File: src/rtl/hdlc_tx_pkg.sv
package hdlc_tx_pkg;

  typedef enum logic [2:0] {
    FR_IDLE,
    FR_PREAMBLE,
    FR_OPEN,
    FR_DATA,
    FR_FCS,
    FR_CLOSE,
    FR_ABORT
  } fr_state_e;

  // Flag byte, emitted bit 0 first
  localparam logic [7:0] FLAG_BYTE = 8'h7E;

  // One serial CRC step, data bit d entering at the top
  function automatic logic [15:0] crc16_step(input logic [15:0] c,
                                             input logic        d,
                                             input logic [15:0] poly);
    return {c[14:0], 1'b0} ^ ((c[15] ^ d) ? poly : 16'h0000);
  endfunction

endpackage

File: src/rtl/hdlc_tx_crc16.sv
module hdlc_tx_crc16
  import hdlc_tx_pkg::*;
#(
  parameter logic [15:0] POLY = 16'h1021,
  parameter logic [15:0] INIT = 16'hFFFF
) (
  input  logic        clk,
  input  logic        rst_n,
  input  logic        clear,
  input  logic        shift_en,
  input  logic        bit_in,
  output logic [15:0] fcs
);

  logic [15:0] crc_q;

  always_ff @(posedge clk or negedge rst_n) begin
    if (!rst_n)        crc_q <= INIT;
    else if (clear)    crc_q <= INIT;
    else if (shift_en) crc_q <= crc16_step(crc_q, bit_in, POLY);
  end

  // Transmitted check sequence is the complemented remainder
  assign fcs = ~crc_q;

endmodule

File: src/rtl/hdlc_tx_manch.sv
module hdlc_tx_manch #(
  parameter int TICKS_PER_BIT = 16
) (
  input  logic clk,
  input  logic rst_n,
  input  logic tick,
  input  logic bit_valid,
  input  logic bit_data,
  output logic bit_take,
  output logic line,
  output logic active,
  output logic done
);

  localparam int PW = $clog2(TICKS_PER_BIT);
  localparam logic [PW-1:0] PH_LAST = PW'(TICKS_PER_BIT - 1);
  localparam logic [PW-1:0] PH_MID  = PW'(TICKS_PER_BIT / 2 - 1);

  logic [PW-1:0] phase_q;
  logic          cur_q;
  logic          at_boundary;

  assign at_boundary = !active || (phase_q == PH_LAST);
  assign bit_take    = tick && at_boundary && bit_valid;

  always_ff @(posedge clk or negedge rst_n) begin
    if (!rst_n) begin
      phase_q <= '0;
      cur_q   <= 1'b1;
      line    <= 1'b1;
      active  <= 1'b0;
      done    <= 1'b0;
    end else begin
      done <= 1'b0;
      if (tick) begin
        if (at_boundary) begin
          if (bit_valid) begin
            // first half carries the bit value itself
            active  <= 1'b1;
            phase_q <= '0;
            cur_q   <= bit_data;
            line    <= bit_data;
          end else begin
            if (active) done <= 1'b1;
            active <= 1'b0;
            line   <= 1'b1;
          end
        end else begin
          phase_q <= phase_q + 1'b1;
          if (phase_q == PH_MID) line <= ~cur_q;
        end
      end
    end
  end

endmodule

File: src/rtl/hdlc_tx_framer.sv
module hdlc_tx_framer
  import hdlc_tx_pkg::*;
#(
  parameter int DATA_W        = 8,
  parameter int PREAMBLE_BITS = 16,
  parameter int ABORT_BITS    = 8,
  parameter int STUFF_RUN     = 5
) (
  input  logic              clk,
  input  logic              rst_n,
  input  logic              tx_enable,
  input  logic              cts,
  input  logic [DATA_W-1:0] in_data,
  input  logic              in_valid,
  input  logic              in_last,
  output logic              in_ready,
  input  logic              enc_idle,
  input  logic              bit_take,
  output logic              bit_valid,
  output logic              bit_data,
  output logic              crc_clear,
  output logic              crc_en,
  output logic              crc_bit,
  input  logic [15:0]       fcs,
  output logic              busy,
  output logic              aborted
);

  localparam int CW = $clog2(PREAMBLE_BITS + ABORT_BITS + DATA_W + 16);
  localparam int OW = $clog2(STUFF_RUN + 1);
  localparam logic [CW-1:0] PRE_END   = CW'(PREAMBLE_BITS - 1);
  localparam logic [CW-1:0] ABORT_END = CW'(ABORT_BITS - 1);
  localparam logic [CW-1:0] BYTE_END  = CW'(DATA_W - 1);
  localparam logic [CW-1:0] FLAG_END  = CW'(7);
  localparam logic [CW-1:0] FCS_END   = CW'(15);
  localparam logic [OW-1:0] RUN_LAST  = OW'(STUFF_RUN - 1);

  fr_state_e         state_q;
  logic [CW-1:0]     cnt_q;
  logic [DATA_W-1:0] sh_q;
  logic              sh_last_q;
  logic [DATA_W-1:0] hold_q;
  logic              hold_full_q;
  logic              hold_last_q;
  logic              eof_seen_q;
  logic [OW-1:0]     ones_q;
  logic              stuff_q;
  logic              start;
  logic              accept;
  logic              stuffed_state;
  logic [3:0]        fcs_idx;

  assign in_ready      = !hold_full_q && !eof_seen_q;
  assign accept        = in_valid && in_ready;
  assign start         = (state_q == FR_IDLE) && tx_enable && cts && hold_full_q && enc_idle;
  assign bit_valid     = (state_q != FR_IDLE);
  assign busy          = (state_q != FR_IDLE);
  assign crc_clear     = start;
  assign crc_en        = bit_take && (state_q == FR_DATA) && !stuff_q;
  assign crc_bit       = sh_q[0];
  assign stuffed_state = (state_q == FR_DATA) || (state_q == FR_FCS);
  // check byte order: remainder bits 8..15, then 0..7
  assign fcs_idx       = {~cnt_q[3], cnt_q[2:0]};

  always_comb begin
    bit_data = 1'b1;
    if (stuff_q) begin
      bit_data = 1'b0;
    end else begin
      unique case (state_q)
        FR_PREAMBLE:       bit_data = cnt_q[0];
        FR_OPEN, FR_CLOSE: bit_data = FLAG_BYTE[cnt_q[2:0]];
        FR_DATA:           bit_data = sh_q[0];
        FR_FCS:            bit_data = fcs[fcs_idx];
        default:           bit_data = 1'b1;
      endcase
    end
  end

  always_ff @(posedge clk or negedge rst_n) begin
    if (!rst_n) begin
      state_q     <= FR_IDLE;
      cnt_q       <= '0;
      sh_q        <= '0;
      sh_last_q   <= 1'b0;
      hold_q      <= '0;
      hold_full_q <= 1'b0;
      hold_last_q <= 1'b0;
      eof_seen_q  <= 1'b0;
      ones_q      <= '0;
      stuff_q     <= 1'b0;
      aborted     <= 1'b0;
    end else begin
      if (accept) begin
        hold_q      <= in_data;
        hold_last_q <= in_last;
        hold_full_q <= 1'b1;
        if (in_last) eof_seen_q <= 1'b1;
      end

      if (state_q == FR_IDLE) begin
        if (start) begin
          state_q <= FR_PREAMBLE;
          cnt_q   <= '0;
          ones_q  <= '0;
          stuff_q <= 1'b0;
          aborted <= 1'b0;
        end
      end else if (bit_take) begin
        if (stuff_q) begin
          stuff_q <= 1'b0;
          ones_q  <= '0;
        end else begin
          if (stuffed_state) begin
            if (bit_data) begin
              if (ones_q == RUN_LAST) begin
                stuff_q <= 1'b1;
                ones_q  <= '0;
              end else begin
                ones_q <= ones_q + 1'b1;
              end
            end else begin
              ones_q <= '0;
            end
          end
          cnt_q <= cnt_q + 1'b1;
          unique case (state_q)
            FR_PREAMBLE: begin
              if (cnt_q == PRE_END) begin
                state_q <= FR_OPEN;
                cnt_q   <= '0;
              end
            end
            FR_OPEN: begin
              if (cnt_q == FLAG_END) begin
                state_q     <= FR_DATA;
                cnt_q       <= '0;
                ones_q      <= '0;
                sh_q        <= hold_q;
                sh_last_q   <= hold_last_q;
                hold_full_q <= 1'b0;
              end
            end
            FR_DATA: begin
              sh_q <= sh_q >> 1;
              if (cnt_q == BYTE_END) begin
                cnt_q <= '0;
                if (sh_last_q) begin
                  state_q <= FR_FCS;
                end else if (hold_full_q) begin
                  sh_q        <= hold_q;
                  sh_last_q   <= hold_last_q;
                  hold_full_q <= 1'b0;
                end else begin
                  state_q <= FR_ABORT;
                  aborted <= 1'b1;
                  stuff_q <= 1'b0;
                end
              end
            end
            FR_FCS: begin
              if (cnt_q == FCS_END) begin
                state_q <= FR_CLOSE;
                cnt_q   <= '0;
              end
            end
            FR_CLOSE: begin
              if (cnt_q == FLAG_END) begin
                state_q    <= FR_IDLE;
                eof_seen_q <= 1'b0;
              end
            end
            FR_ABORT: begin
              if (cnt_q == ABORT_END) state_q <= FR_IDLE;
            end
            default: state_q <= FR_IDLE;
          endcase
        end
      end
    end
  end

endmodule

File: src/rtl/hdlc_manch_tx.sv
module hdlc_manch_tx
  import hdlc_tx_pkg::*;
#(
  parameter int          DATA_W        = 8,
  parameter int          TICKS_PER_BIT = 16,
  parameter int          PREAMBLE_BITS = 16,
  parameter int          ABORT_BITS    = 8,
  parameter int          STUFF_RUN     = 5,
  parameter logic [15:0] CRC_POLY      = 16'h1021,
  parameter logic [15:0] CRC_INIT      = 16'hFFFF
) (
  input  logic              clk,
  input  logic              rst_n,
  input  logic              tx_enable,
  input  logic              tick16,
  input  logic              cts,
  input  logic [DATA_W-1:0] in_data,
  input  logic              in_valid,
  input  logic              in_last,
  output logic              in_ready,
  output logic              line_out,
  output logic              done,
  output logic              done_abort
);

  logic        bit_valid;
  logic        bit_data;
  logic        bit_take;
  logic        enc_active;
  logic        enc_done;
  logic        crc_clear;
  logic        crc_en;
  logic        crc_bit;
  logic [15:0] fcs;
  logic        fr_busy;
  logic        fr_aborted;

  hdlc_tx_framer #(
    .DATA_W        (DATA_W),
    .PREAMBLE_BITS (PREAMBLE_BITS),
    .ABORT_BITS    (ABORT_BITS),
    .STUFF_RUN     (STUFF_RUN)
  ) i_framer (
    .clk       (clk),
    .rst_n     (rst_n),
    .tx_enable (tx_enable),
    .cts       (cts),
    .in_data   (in_data),
    .in_valid  (in_valid),
    .in_last   (in_last),
    .in_ready  (in_ready),
    .enc_idle  (!enc_active),
    .bit_take  (bit_take),
    .bit_valid (bit_valid),
    .bit_data  (bit_data),
    .crc_clear (crc_clear),
    .crc_en    (crc_en),
    .crc_bit   (crc_bit),
    .fcs       (fcs),
    .busy      (fr_busy),
    .aborted   (fr_aborted)
  );

  hdlc_tx_crc16 #(
    .POLY (CRC_POLY),
    .INIT (CRC_INIT)
  ) i_crc (
    .clk      (clk),
    .rst_n    (rst_n),
    .clear    (crc_clear),
    .shift_en (crc_en),
    .bit_in   (crc_bit),
    .fcs      (fcs)
  );

  hdlc_tx_manch #(
    .TICKS_PER_BIT (TICKS_PER_BIT)
  ) i_manch (
    .clk       (clk),
    .rst_n     (rst_n),
    .tick      (tick16),
    .bit_valid (bit_valid),
    .bit_data  (bit_data),
    .bit_take  (bit_take),
    .line      (line_out),
    .active    (enc_active),
    .done      (enc_done)
  );

  assign done       = enc_done;
  assign done_abort = enc_done && fr_aborted;

endmodule

File: config.mk
export PLATFORM = sky130hd
export DESIGN_NAME = hdlc_manch_tx
export DESIGN_NICKNAME = d
export VERILOG_FILES = /design/src/rtl/hdlc_tx_pkg.sv /design/src/rtl/hdlc_tx_crc16.sv /design/src/rtl/hdlc_tx_manch.sv /design/src/rtl/hdlc_tx_framer.sv /design/src/rtl/hdlc_manch_tx.sv
export SDC_FILE = /design/constraint.sdc
export NUM_CORES = 1
export LEC_CHECK = 0
export ABC_AREA = 0
export BUFFER_PORTS_ARGS = -buffer_cell sky130_fd_sc_hd__buf_4
export CAP_MARGIN = 20
export CORE_MARGIN = 5
export CORE_UTILIZATION = 40
export DETAILED_ROUTE_END_ITERATION = 12
export GPL_TIMING_DRIVEN = 0
export HOLD_SLACK_MARGIN = 0.15
export SKIP_LAST_GASP = 1
export SLEW_MARGIN = 20
export SYNTH_ARGS = -nofsm -noshare
export SYNTH_HDL_FRONTEND = slang
export SYNTH_SLANG_ARGS = --single-unit
File: constraint.sdc
create_clock -name clk -period 5.6 [get_ports clk]
set_input_delay 0.84 -clock clk [delete_from_list [all_inputs] [get_ports clk]]
set_output_delay 0.84 -clock clk [all_outputs]
set_load 0.02 [all_outputs]
* After elaboration in Yosys (flattened, before gate mapping) *
Memory sizes are Yosys's and may differ from the RTL's.
Cells that the tools add are included.

operators by class
  multipliers = 0
  mux-type cells = 90
  bitwise gates (word level) = 7
  eq/ne operators = 24
  order comparisons = 2
  reductions and logical operators = 39
  shifts and indexed selects = 0
  add/sub/neg operators = 3
  div/mod/pow operators = 0

operators by type and width
  operator               number
  $mux W3                20
  $mux W1                48
  $mux W6                6
  $mux W16               2
  $mux W8                4
  $not A16 Y16           1
  $pmux W8 S2            1
  $xor A16 B16 Y16       1
  $pmux W3 S5            1
  $mux W13               1
  $eq A3 B3 Y1 const B   4
  $pmux W6 S2            1
  $reduce_bool A2 Y1     6
  $logic_and A1 B1 Y1    11
  $ne A2 B2 Y1 const B   5
  $ne A3 B1 Y1 const B   3
  $reduce_and A9 Y1      1
  $mux W4                2
  $reduce_and A2 Y1      4
  $reduce_or A2 Y1       4
  $reduce_and A7 Y1      1
  $add A6 B1 Y6 const B  1
  $eq A3 B2 Y1 const B   2
  $eq A6 B3 Y1 const B   1
  other kinds (23)       34

word-level totals
  bits in latches = 0
  bits in writable memories = 0
  memory bits (read-only) = 8
  register bits = 58
  memories = 1
  word-level logic and storage cells = 183
  output and inout bits = 4
  input port bits = 15

memory list
  name              words  width  rd ports  clocked after memory_dff  write ports  line                  source
  (name not given)  8      1      1         0                         0            hdlc_tx_framer.sv:72  FR_OPEN, FR_CLOSE: bit_data = FLAG_BYTE[cnt_q[2:0]];

* Logic depth before layout (Yosys ltp) *
Gate-level depths: netlist (run 1).

  word-level depth = 14
  depth in mapped cells = 10
  gate-level depth less buffers = 8

* Hierarchy *
A second synthesis (run 1) with hierarchy kept.

second synthesis, totals
  cell total of the unflattened synthesis = 328
  area, all modules = 3206.8 sq um

by module, submodules not included
  module          cells each  times used  area each (sq um)  seq. area each (sq um)
  hdlc_tx_framer  215         1           2020.7             850.8
  hdlc_tx_crc16   72          1           749.5              420.4
  hdlc_tx_manch   39          1           426.7              202.7
  hdlc_manch_tx   2           1           10.0               0.0

* Worst setup path before layout (run 1) *
Ideal clock, no wire load.

  path type = in2reg
  from = input tick16
  to = register i_framer.sh_q[0]
  data required time = 5.469 ns
  slack = 3.278 ns
  data arrival time = 2.192 ns
  library setup time = 0.131 ns
  path buffers = 2
  stages on the path = 8
  cell sequence = nand4_1 > a21oi_1 > nand3_1 > and2_1 > clkbuf_1 > buf_2 > nand2_1 > o21ai_0

on the way
  cells in the longest elaborated chain, start to end = 3

ends and longest elaborated chain
  element                             line                   source
  start: declaration                  hdlc_manch_tx.sv:15    input logic tick16,
  $logic_and A1 B1 Y1 (2 in series)   hdlc_tx_manch.sv:24    assign bit_take = tick && at_boundary && bit_valid;
  $reduce_and A5 Y1 (no source line)  --
  end signal: assignment              hdlc_tx_framer.sv:139  sh_q <= hold_q;
  end signal: assignment              hdlc_tx_framer.sv:145  sh_q <= sh_q >> 1;
  end signal: assignment              hdlc_tx_framer.sv:151  sh_q <= hold_q;
  end: declaration                    hdlc_tx_framer.sv:40   logic [DATA_W-1:0] sh_q;

Every way passes these cells.
A chain may end at the register's enable or synchronous reset.

* Final worst setup path (run 1) *
  from = register i_framer.cnt_q[1]
  to = register i_framer.sh_q[5]

on the way
  cells in the longest elaborated chain, start to end = 3
  elaborated cells on any way between the ends = 5
  classes of those cells = 2 x eq/ne; 2 x mux; 1 x reduce/logical

ends and longest elaborated chain
  element                                                            line                                          source
  start: declaration                                                 hdlc_tx_framer.sv:39                          logic [CW-1:0] cnt_q;
  start signal: assignment                                           hdlc_tx_framer.sv:126                         cnt_q <= cnt_q + 1'b1;
  $eq A6 B3 Y1 *                                                     hdlc_tx_framer.sv:135, hdlc_tx_framer.sv:146
  $ne A2 B1 Y1 (no source line) or $mux W8 (tied branches)           --
  $reduce_and A5 Y1 (no source line) or $pmux W8 S2 (tied branches)  --

Every way passes the cells marked *; elsewhere a longest branch is shown, timed or not.

==> flow_summary_export.csv, run 1 <==
group,metric,value,unit
status,outcome,"completed",
synth,synth_cell_types,53,
placement,io_buffers,18,
clock_network,cts_hold_buf,0,
worst_hold_path,min-delay-path-class,"flip-flop to flip-flop",
clock_network,htree_num_levels,3,
timing,max_slew_margin,49.90,%
clock_network,clk_latency,0.34,ns
floorplanning,die_h,97.38,um
worst_setup_path,r2r_end,"i_framer.sh_q[5]$_DFFE_PN0P_",
routing,route.detailed.drc,0,
timing,rsz0062_at_grt,"false",
placement,globalplace.congestion,0.8360,
timing,final-hold-violation-count,0,
clock_network,cts_root_buffer,"clkbuf_8",
clock_network,cts-buffers-inserted,9,
power_and_ir_drop,intPower,1260,uW
timing,fmax,0.3745,GHz
power_and_ir_drop,pwr_density_cell,552.3,mW/mm^2
routing,drt.antenna.violating_nets,0,
routing,firstDrtPassIters,4,
timing,final-max-slew-violation-count,0,
placement,place_area,0.003313,sq mm
routing,wl_per_cell,14.41,um
clock_network,cts_max_path_buffers,2,
worst_setup_path,critPathLaunchType,"flip-flop",
floorplanning,initial_core_util,41.66,%
synth,async_flop_share,100.0,%
power_and_ir_drop,p_comb_share,36.2,%
clock_network,postCtsSetupBuffers,0,
clock_network,clk_pin_slew_worst_paths,0.07,ns
routing,drt_iter0_drc,149,
routing,num_vias,2411,
clock_network,ctsResizeCount,0,
synth,yosys_register_bits,58,
synth,synth_ff_type,"dfrtp_1",
worst_setup_path,end_kind,"flip-flop",
finish,finalNonFillerCells,451,
power_and_ir_drop,leakage,0.001519,uW
synth,synth_seq_area_share,48.26,%
timing,fin_crit_sh,47.68,%
worst_setup_path,critPathCapture,"i_framer.sh_q[5]$_DFFE_PN0P_",
floorplanning,die_area,0.009483,sq mm
finish,nets,367,
finish,n_fill_cell,703,
finish,design_area,0.003555,sq mm
global_routing,grt_pass1_wl,11220,um
finish,area_delta_synth_final,16.39,%
worst_setup_path,crit_fanout,10,
timing,fin_crit,2.670,ns
power_and_ir_drop,p_total,1963,uW
placement,dp_cells,435,
power_and_ir_drop,ir_drop,0.0001998,V
worst_setup_path,worstPathRequired,5.81,ns
global_routing,grt-ovfl-total,0,
power_and_ir_drop,p_switching,702.8,uW
synth,synth_nets,338,
timing,fin_hold_ws,0.4898,ns
clock_network,clock-sinks,58,
finish,final_layout_size_suffix_gt1_share,21.88,%
timing,setup_violations,0,
global_routing,grt_max_degree,59,
synth,avgSynthCellArea,9.604,sq um
worst_setup_path,reg2reg_slack,2.93,ns
timing,skew,0.005228,ns
power_and_ir_drop,seq_power_share,40.0,%
floorplanning,chipWidth,97.38,um
global_routing,grt_usage,14.60,%
synth,synth_warnings,0,
synth,netlist_instances,318,
synth,synth_edf_count,0,
finish,insertedDiodeCount,0,
synth,synth.area.top_cells,"dfrtp_1 33%, dfstp_2 15%, nand2_1 6.8%",
floorplanning,rows,31,
routing,wl,6501,um
worst_setup_path,critPathKind,"flip-flop to flip-flop",
clock_network,tritoncts,"yes",
run,drv_cap,0,
synth,synth_area_leader_cell,"dfrtp_1",
placement,dpl.hpwl,4536,um
global_routing,grt_pass1_vias,2356,
floorplanning,io_pins,19,
floorplanning,core_area,0.007331,sq mm
finish,multi_input_area,0.001473,sq mm
power_and_ir_drop,p_sw_share,35.80,%
worst_setup_path,reg2regPathDepth,10,
routing,via_per_inst,5.346,
timing,worstMarginPinSlew,0.7436,ns
worst_setup_path,arrival,2.88,ns
synth,synthesis.area,0.003054,sq mm
timing,fin_setup_tns,0,ns
finish,seq_area,0.001474,sq mm
synth,synth_top_area_share,32.77,%
power_and_ir_drop,clkPwrFrac,23.9,%
worst_setup_path,regToRegStartpoint,"i_framer.cnt_q[1]$_DFFE_PN0P_",
global_routing,antenna_found_initial,0,
worst_setup_path,critPathLaunch,"i_framer.cnt_q[1]$_DFFE_PN0P_",
[flip-flops by register name (all words and copies together), names as in the netlist, 3 cells and up]
register,flops
i_crc.crc_q,16
i_framer.hold_q,8
i_framer.sh_q,8
i_framer.cnt_q,6
i_manch.phase_q,4
i_framer.ones_q,3
i_framer.state_q,3
[worst min-delay path by stage]
| stage | end | slack [ns] | cells past startpoint | from |
|---|---|---|---|---|
| after floorplan | i_framer.sh_q[4]$_DFFE_PN0P_ | 0.45 | 2 | i_framer.sh_q[4]$_DFFE_PN0P_ |
| after global placement | i_framer.sh_q[1]$_DFFE_PN0P_ | 0.47 | 2 | i_framer.sh_q[1]$_DFFE_PN0P_ |
| after detailed placement | i_framer.sh_q[3]$_DFFE_PN0P_ | 0.48 | 2 | i_framer.sh_q[3]$_DFFE_PN0P_ |
| after CTS | i_framer.sh_q[3]$_DFFE_PN0P_ | 0.49 | 2 | i_framer.sh_q[3]$_DFFE_PN0P_ |
| after global routing | i_framer.sh_q[3]$_DFFE_PN0P_ | 0.51 | 2 | i_framer.sh_q[3]$_DFFE_PN0P_ |
| final | i_framer.sh_q[3]$_DFFE_PN0P_ | 0.49 | 2 | i_framer.sh_q[3]$_DFFE_PN0P_ |
[kinds of logic (layout without fill, tap and decap cells)]
logic type               Yosys count  after routing  synth area share [%]
buffers and inverters             27             61                 3.523
AND/OR/NAND/NOR                  122            122                 18.60
flip-flops                        58             58                 48.26
multiplexers                      24             24                 9.545
adder cells (fa/ha/maj)            5              5                 2.048
AO/OA/AOI/OAI                     77             77                 16.59
XOR/XNOR                           5              5                 1.434
[synthesized netlist by cell type (4+ instances only)]
cell / instances
nand2_1: 55
dfrtp_1: 40
nor2_1: 20
dfstp_2: 18
nand3_1: 18
o21ai_0: 18
a21oi_1: 17
clkbuf_1: 11
inv_1: 11
mux2_2: 11
mux2i_1: 10
and2_1: 6
nor3_1: 6
ha_1: 5
a21o_1: 4
a22o_1: 4
nor2b_1: 4
[worst max-delay path, cell delays in order, from the launching register on]
cell	delay [ns]
dfrtp_1	0.49
ha_1	0.26
or3b_1	0.37
clkbuf_2	0.16
nor3_1	0.33
nand3_1	0.23
and2_1	0.19
clkbuf_1	0.16
buf_2	0.21
nand2_1	0.07
o21ai_0	0.07
[cell usage in the layout (no fill, tap or decap), types with 3 or more instances in the layout]
cell type / count
xnor2_1: 3
inv_1: 11
mux2i_1: 10
mux4_2: 3
o21ai_1: 3
clkbuf_1: 11
mux2_2: 11
o21ai_0: 18
a21oi_1: 17
bufinv_16: 3
a22o_1: 4
and2_1: 6
o31ai_1: 3
nand4_1: 3
a21o_1: 4
clkbuf_8: 9
nor2b_1: 4
nand2_1: 55
nor3_1: 6
nand3_1: 18
ha_1: 5
dfstp_2: 18
dfrtp_1: 40
nor2_1: 20
o211ai_1: 3
buf_2: 3
buf_4: 18
[power groups by stage]
stage,sequential (uW),clock (uW),combinational (uW)
finish,785,468,710
global route,813,503,802
CTS,786,479,714
detailed placement,791,0,710
global placement,786,0,699
floorplan,753,0,561
[metrics by stage]
| step | worst slack (ns) | util, % |
|---|---|---|
| 6_report | 2.930 | 48.49 |
| 5_1_grt | 2.721 | 48.49 |
| 4_1_cts | 2.920 | 48.49 |
| 3_5_place_dp | 2.713 | 45.20 |
| 3_3_place_gp | 2.722 | 45.20 |
| 2_1_floorplan | 3.278 | - |
[layout make-up]
class | instances | area share (%)
plain buffers | 16 | 1.866
clock buffers | 9 | 3.485
clock inverters | 7 | 3.309
inverters | 11 | 1.162
multi-input cells | 233 | 41.43
flip-flops and latches | 58 | 41.46
well taps | 99 | 3.485
repair buffers | 18 | 3.801
[layer usage]
metal	wire [um]	track usage, %	part of all wire [%]	up-vias
li1	-	-	-	1187
met1	3108	18.79	48	1171
met2	3059	23.09	47	48
met3	265	4.738	4.1	5
met4	68	5.112	1.0	0
met5	0	0	0	-
Note: power is estimated with default switching activity, not from simulation.
==> inputs of run 2 (changes only) <==
- ABC_AREA: 0 -> 1
- clock period: 5.6 -> 2.4 ns (I/O delays scaled with it)
==> run 2 against run 1 <==
  * Combinational power decreased by 94%
  * Critical path depth decreased by 1
  * Wire length increased by 2.4%
  * Largest cell class unchanged
==> flow_summary_export.csv, run 2 <==
group,metric,value,unit
finish,area_delta_synth_final,16.52,%
finish,largest_reg_flops,16,
finish,reg_top3,"i_crc.crc_q (16), i_framer.hold_q (8), i_framer.sh_q (8)",
finish,layout_commonest_cell,"nand2_1",
placement,io_buffers,18,
synth,synth_nets,418,
worst_setup_path,reg2reg_slack,0.33,ns
finish,insertedDiodeCount,0,
synth,synth-simple-area-share,25.28,%
finish,top_register,"i_crc.crc_q",
synth,synth_warnings,0,
timing,rsz0062_at_grt,"false",
placement,dpl.hpwl,4737,um
worst_setup_path,cp_slowest_cell,"o31ai_2",
routing,drt_iter0_drc,116,
finish,nets,448,
global_routing,grt_usage,14.30,%
global_routing,met1_usage,20.14,%
worst_hold_path,holdPathStages,3,
power_and_ir_drop,p_comb_share,2.1,%
worst_setup_path,path_common_cell,"nand2_1",
global_routing,grt_pass1_vias,2465,
timing,final-hold-violation-count,0,
routing,firstDrtPassIters,4,
floorplanning,initial_core_util,40.69,%
synth,synth.area.top_cells,"dfrtp_1 32%, dfstp_2 15%, nand2_1 12%",
power_and_ir_drop,seq_power_share,45.9,%
worst_hold_path,hold_start,"in_data[7]",
clock_network,cts_root_buffer,"clkbuf_8",
worst_setup_path,critPathLaunchType,"flip-flop",
synth,synth_top_family_by_area,"simple AND/OR/NAND/NOR gates",
synth,netlist_instances,398,
placement,globalplace.congestion,0.9146,
routing,wl_per_cell,12.44,um
routing,drt.antenna.violating_nets,0,
finish,n_fill_cell,785,
timing,max_slew_margin,49.75,%
timing,fin_crit_sh,86.41,%
clock_network,cts_max_path_buffers,2,
finish,final_layout_size_suffix_gt1_share,18.48,%
timing,fin_setup_tns,0,ns
finish,mostFrequentLayoutCells,"101 x nand2_1, 50 x inv_1, 40 x dfrtp_1",
synth,yosys_register_bits,58,
routing,num_vias,2674,
worst_setup_path,r2r_end,"i_framer.sh_q[3]$_DFFE_PN0P_",
floorplanning,core_area,0.007687,sq mm
synth,synthesis.area,0.003128,sq mm
worst_setup_path,crit_fanout,10,
global_routing,busiest_layer,"met2",
global_routing,use_met3,3.255,%
worst_setup_path,cp_cell_sequence,"ha_1 > nand2_1 > inv_2 > nand3_2 > o31ai_2 > buf_2 > nand2_1 > o21ai_0 > o21ai_2",
timing,fmax,0.4822,GHz
synth,synth_cell_types,37,
timing,final-max-slew-violation-count,0,
floorplanning,chipWidth,98.43,um
floorplanning,die_h,98.43,um
run,drv_cap,0,
synth,synth_compound_area_share,15.76,%
worst_hold_path,min-delay-path-class,"input pin to flip-flop",
finish,design_area,0.003645,sq mm
floorplanning,rows,32,
clock_network,clk_pin_slew_worst_paths,0.07,ns
synth,synth_seq_area_share,47.12,%
worst_setup_path,end_kind,"flip-flop",
worst_setup_path,critPathLaunch,"i_framer.cnt_q[1]$_DFFE_PN0P_",
worst_setup_path,crit_path_max_incr_delay,0.46,ns
synth,synth_area_leader_cell,"dfrtp_1",
synth,synth_top_area_share,32.00,%
floorplanning,die_area,0.009688,sq mm
global_routing,met2_usage,20.59,%
global_routing,grt-ovfl-total,0,
synth,synth_adder_area_share,2.000,%
worst_setup_path,worstPathRequired,2.62,ns
power_and_ir_drop,intPower,1720,uW
clock_network,ctsResizeCount,0,
synth,synthMuxAreaShare,0,%
synth,synth_commonest_cells,"101 x nand2_1, 50 x inv_1, 40 x dfrtp_1",
power_and_ir_drop,ir_drop,0.0003229,V
clock_network,tritoncts,"yes",
worst_setup_path,reg2regPathDepth,9,
worst_setup_path,critPathCapture,"i_framer.sh_q[3]$_DFFE_PN0P_",
power_and_ir_drop,pwr_density_cell,588.1,mW/mm^2
timing,skew,0.009683,ns
finish,finalNonFillerCells,535,
synth,synth_xor_area_share,0.8400,%
routing,wl,6654,um
timing,fin_crit,2.074,ns
timing,setup_violations,0,
placement,dp_cells,518,
global_routing,grt_pass1_wl,11280,um
worst_setup_path,critPathKind,"flip-flop to flip-flop",
synth,avgSynthCellArea,7.859,sq um
routing,route.detailed.drc,0,
timing,worst_slack,0.3262,ns
worst_setup_path,arrival,2.29,ns
power_and_ir_drop,p_switching,423.3,uW
synth,yosysMostFrequentCell,"nand2_1",
synth,synth_edf_count,0,
status,outcome,"completed",
global_routing,antenna_found_initial,0,
synth,synth_ff_type,"dfrtp_1",
power_and_ir_drop,leakage,0.001754,uW
clock_network,htree_num_levels,3,
synth,async_flop_share,100.0,%
floorplanning,io_pins,19,
power_and_ir_drop,p_sw_share,19.75,%
placement,place_area,0.003391,sq mm
timing,worstMarginPinSlew,0.7538,ns
clock_network,clock-sinks,58,
routing,via_per_inst,4.998,
worst_setup_path,regToRegStartpoint,"i_framer.cnt_q[1]$_DFFE_PN0P_",
clock_network,cts-buffers-inserted,9,
placement,pre_cts_slack,0.3263,ns
power_and_ir_drop,clkPwrFrac,52.0,%
global_routing,grt_max_degree,59,
clock_network,clk_latency,0.34,ns
## run 2: cell count changes in the layout (fill, tap and decap cells not counted), sizes merged, moves of 10 or more
cell | previous run | this run
nand2 | 55 | 106
nand3 | 18 | 28
mux2i | 10 | 0
inv | 11 | 56
o21ai | 21 | 49
mux2 | 11 | 0
## run 2: worst min-delay path by stage
stage / end
2_1_floorplan: i_framer.aborted$_DFFE_PN0P_
3_5_place_dp: i_manch.phase_q[3]$_DFFE_PN0P_
5_1_grt: i_framer.hold_q[7]$_DFFE_PN0P_
3_3_place_gp: i_manch.phase_q[3]$_DFFE_PN0P_
6_report: i_framer.hold_q[7]$_DFFE_PN0P_
4_1_cts: i_framer.hold_q[7]$_DFFE_PN0P_
## run 2: layout make-up
type	instances	area [sq um]	share of cell area (%)
inverter	58	220.2	6.042
multi-input combinational	273	1373	37.66
buffer	9	61.31	1.682
sequential	58	1474	40.44
clock inverter	4	98.84	2.712
timing repair buffer	19	145.1	3.982
tap	102	127.6	3.502
clock buffer	12	145.1	3.982
## run 2: cells by family (layout without fill, tap and decap cells)
logic type,after synthesis,in the layout
compound gates,88,88
fa+ha+maj,5,5
buf+inv,67,102
flops,58,58
simple gates,177,177
xor+xnor,3,3
## run 2: metal layers
| layer | part of all wire (%) | vias to the layer above | wire length (um) |
|---|---|---|---|
| met5 | 0 | - | 0 |
| met3 | 3.4 | 12 | 228 |
| li1 | - | 1366 | - |
| met2 | 44 | 43 | 2940 |
| met4 | 2.0 | 0 | 132 |
| met1 | 50 | 1253 | 3352 |
## run 2: critical path: cells and delay by family (launching register included)
family	cells	cell delay, ns
AO/OA/AOI/OAI	3	0.63
adder cells (fa/ha/maj)	1	0.20
buffers and inverters	2	0.39
flip-flops	1	0.44
AND/OR/NAND/NOR	3	0.30
## run 2: repair_timing
| item | in CTS | in global routing |
|---|---|---|
| hold buffers | 1 | 0 |
| setup buffers | 0 | 0 |
| hold endpoints to repair | 40 | 0 |
## run 2: power by group through the flow
stage,sequential (uW),clock (uW),combinational (uW)
global placement,1000,0,44.6
detailed placement,1000,0,44.9
finish,984,1120,44.5
floorplan,1000,0,6.10
CTS,984,1140,46.4
global route,983,1180,51.1
## run 2: stage by stage
| stage | util (%) | power, uW | hold slack [ns] |
|---|---|---|---|
| finish | 47.41 | 2144 | 0.2177 |
| floorplan | - | 1007 | 0.06441 |
| CTS | 47.41 | 2173 | 0.2071 |
| detailed placement | 44.11 | 1046 | 0.4647 |
| global placement | 44.11 | 1045 | 0.4557 |
| global route | 47.41 | 2219 | 0.2205 |
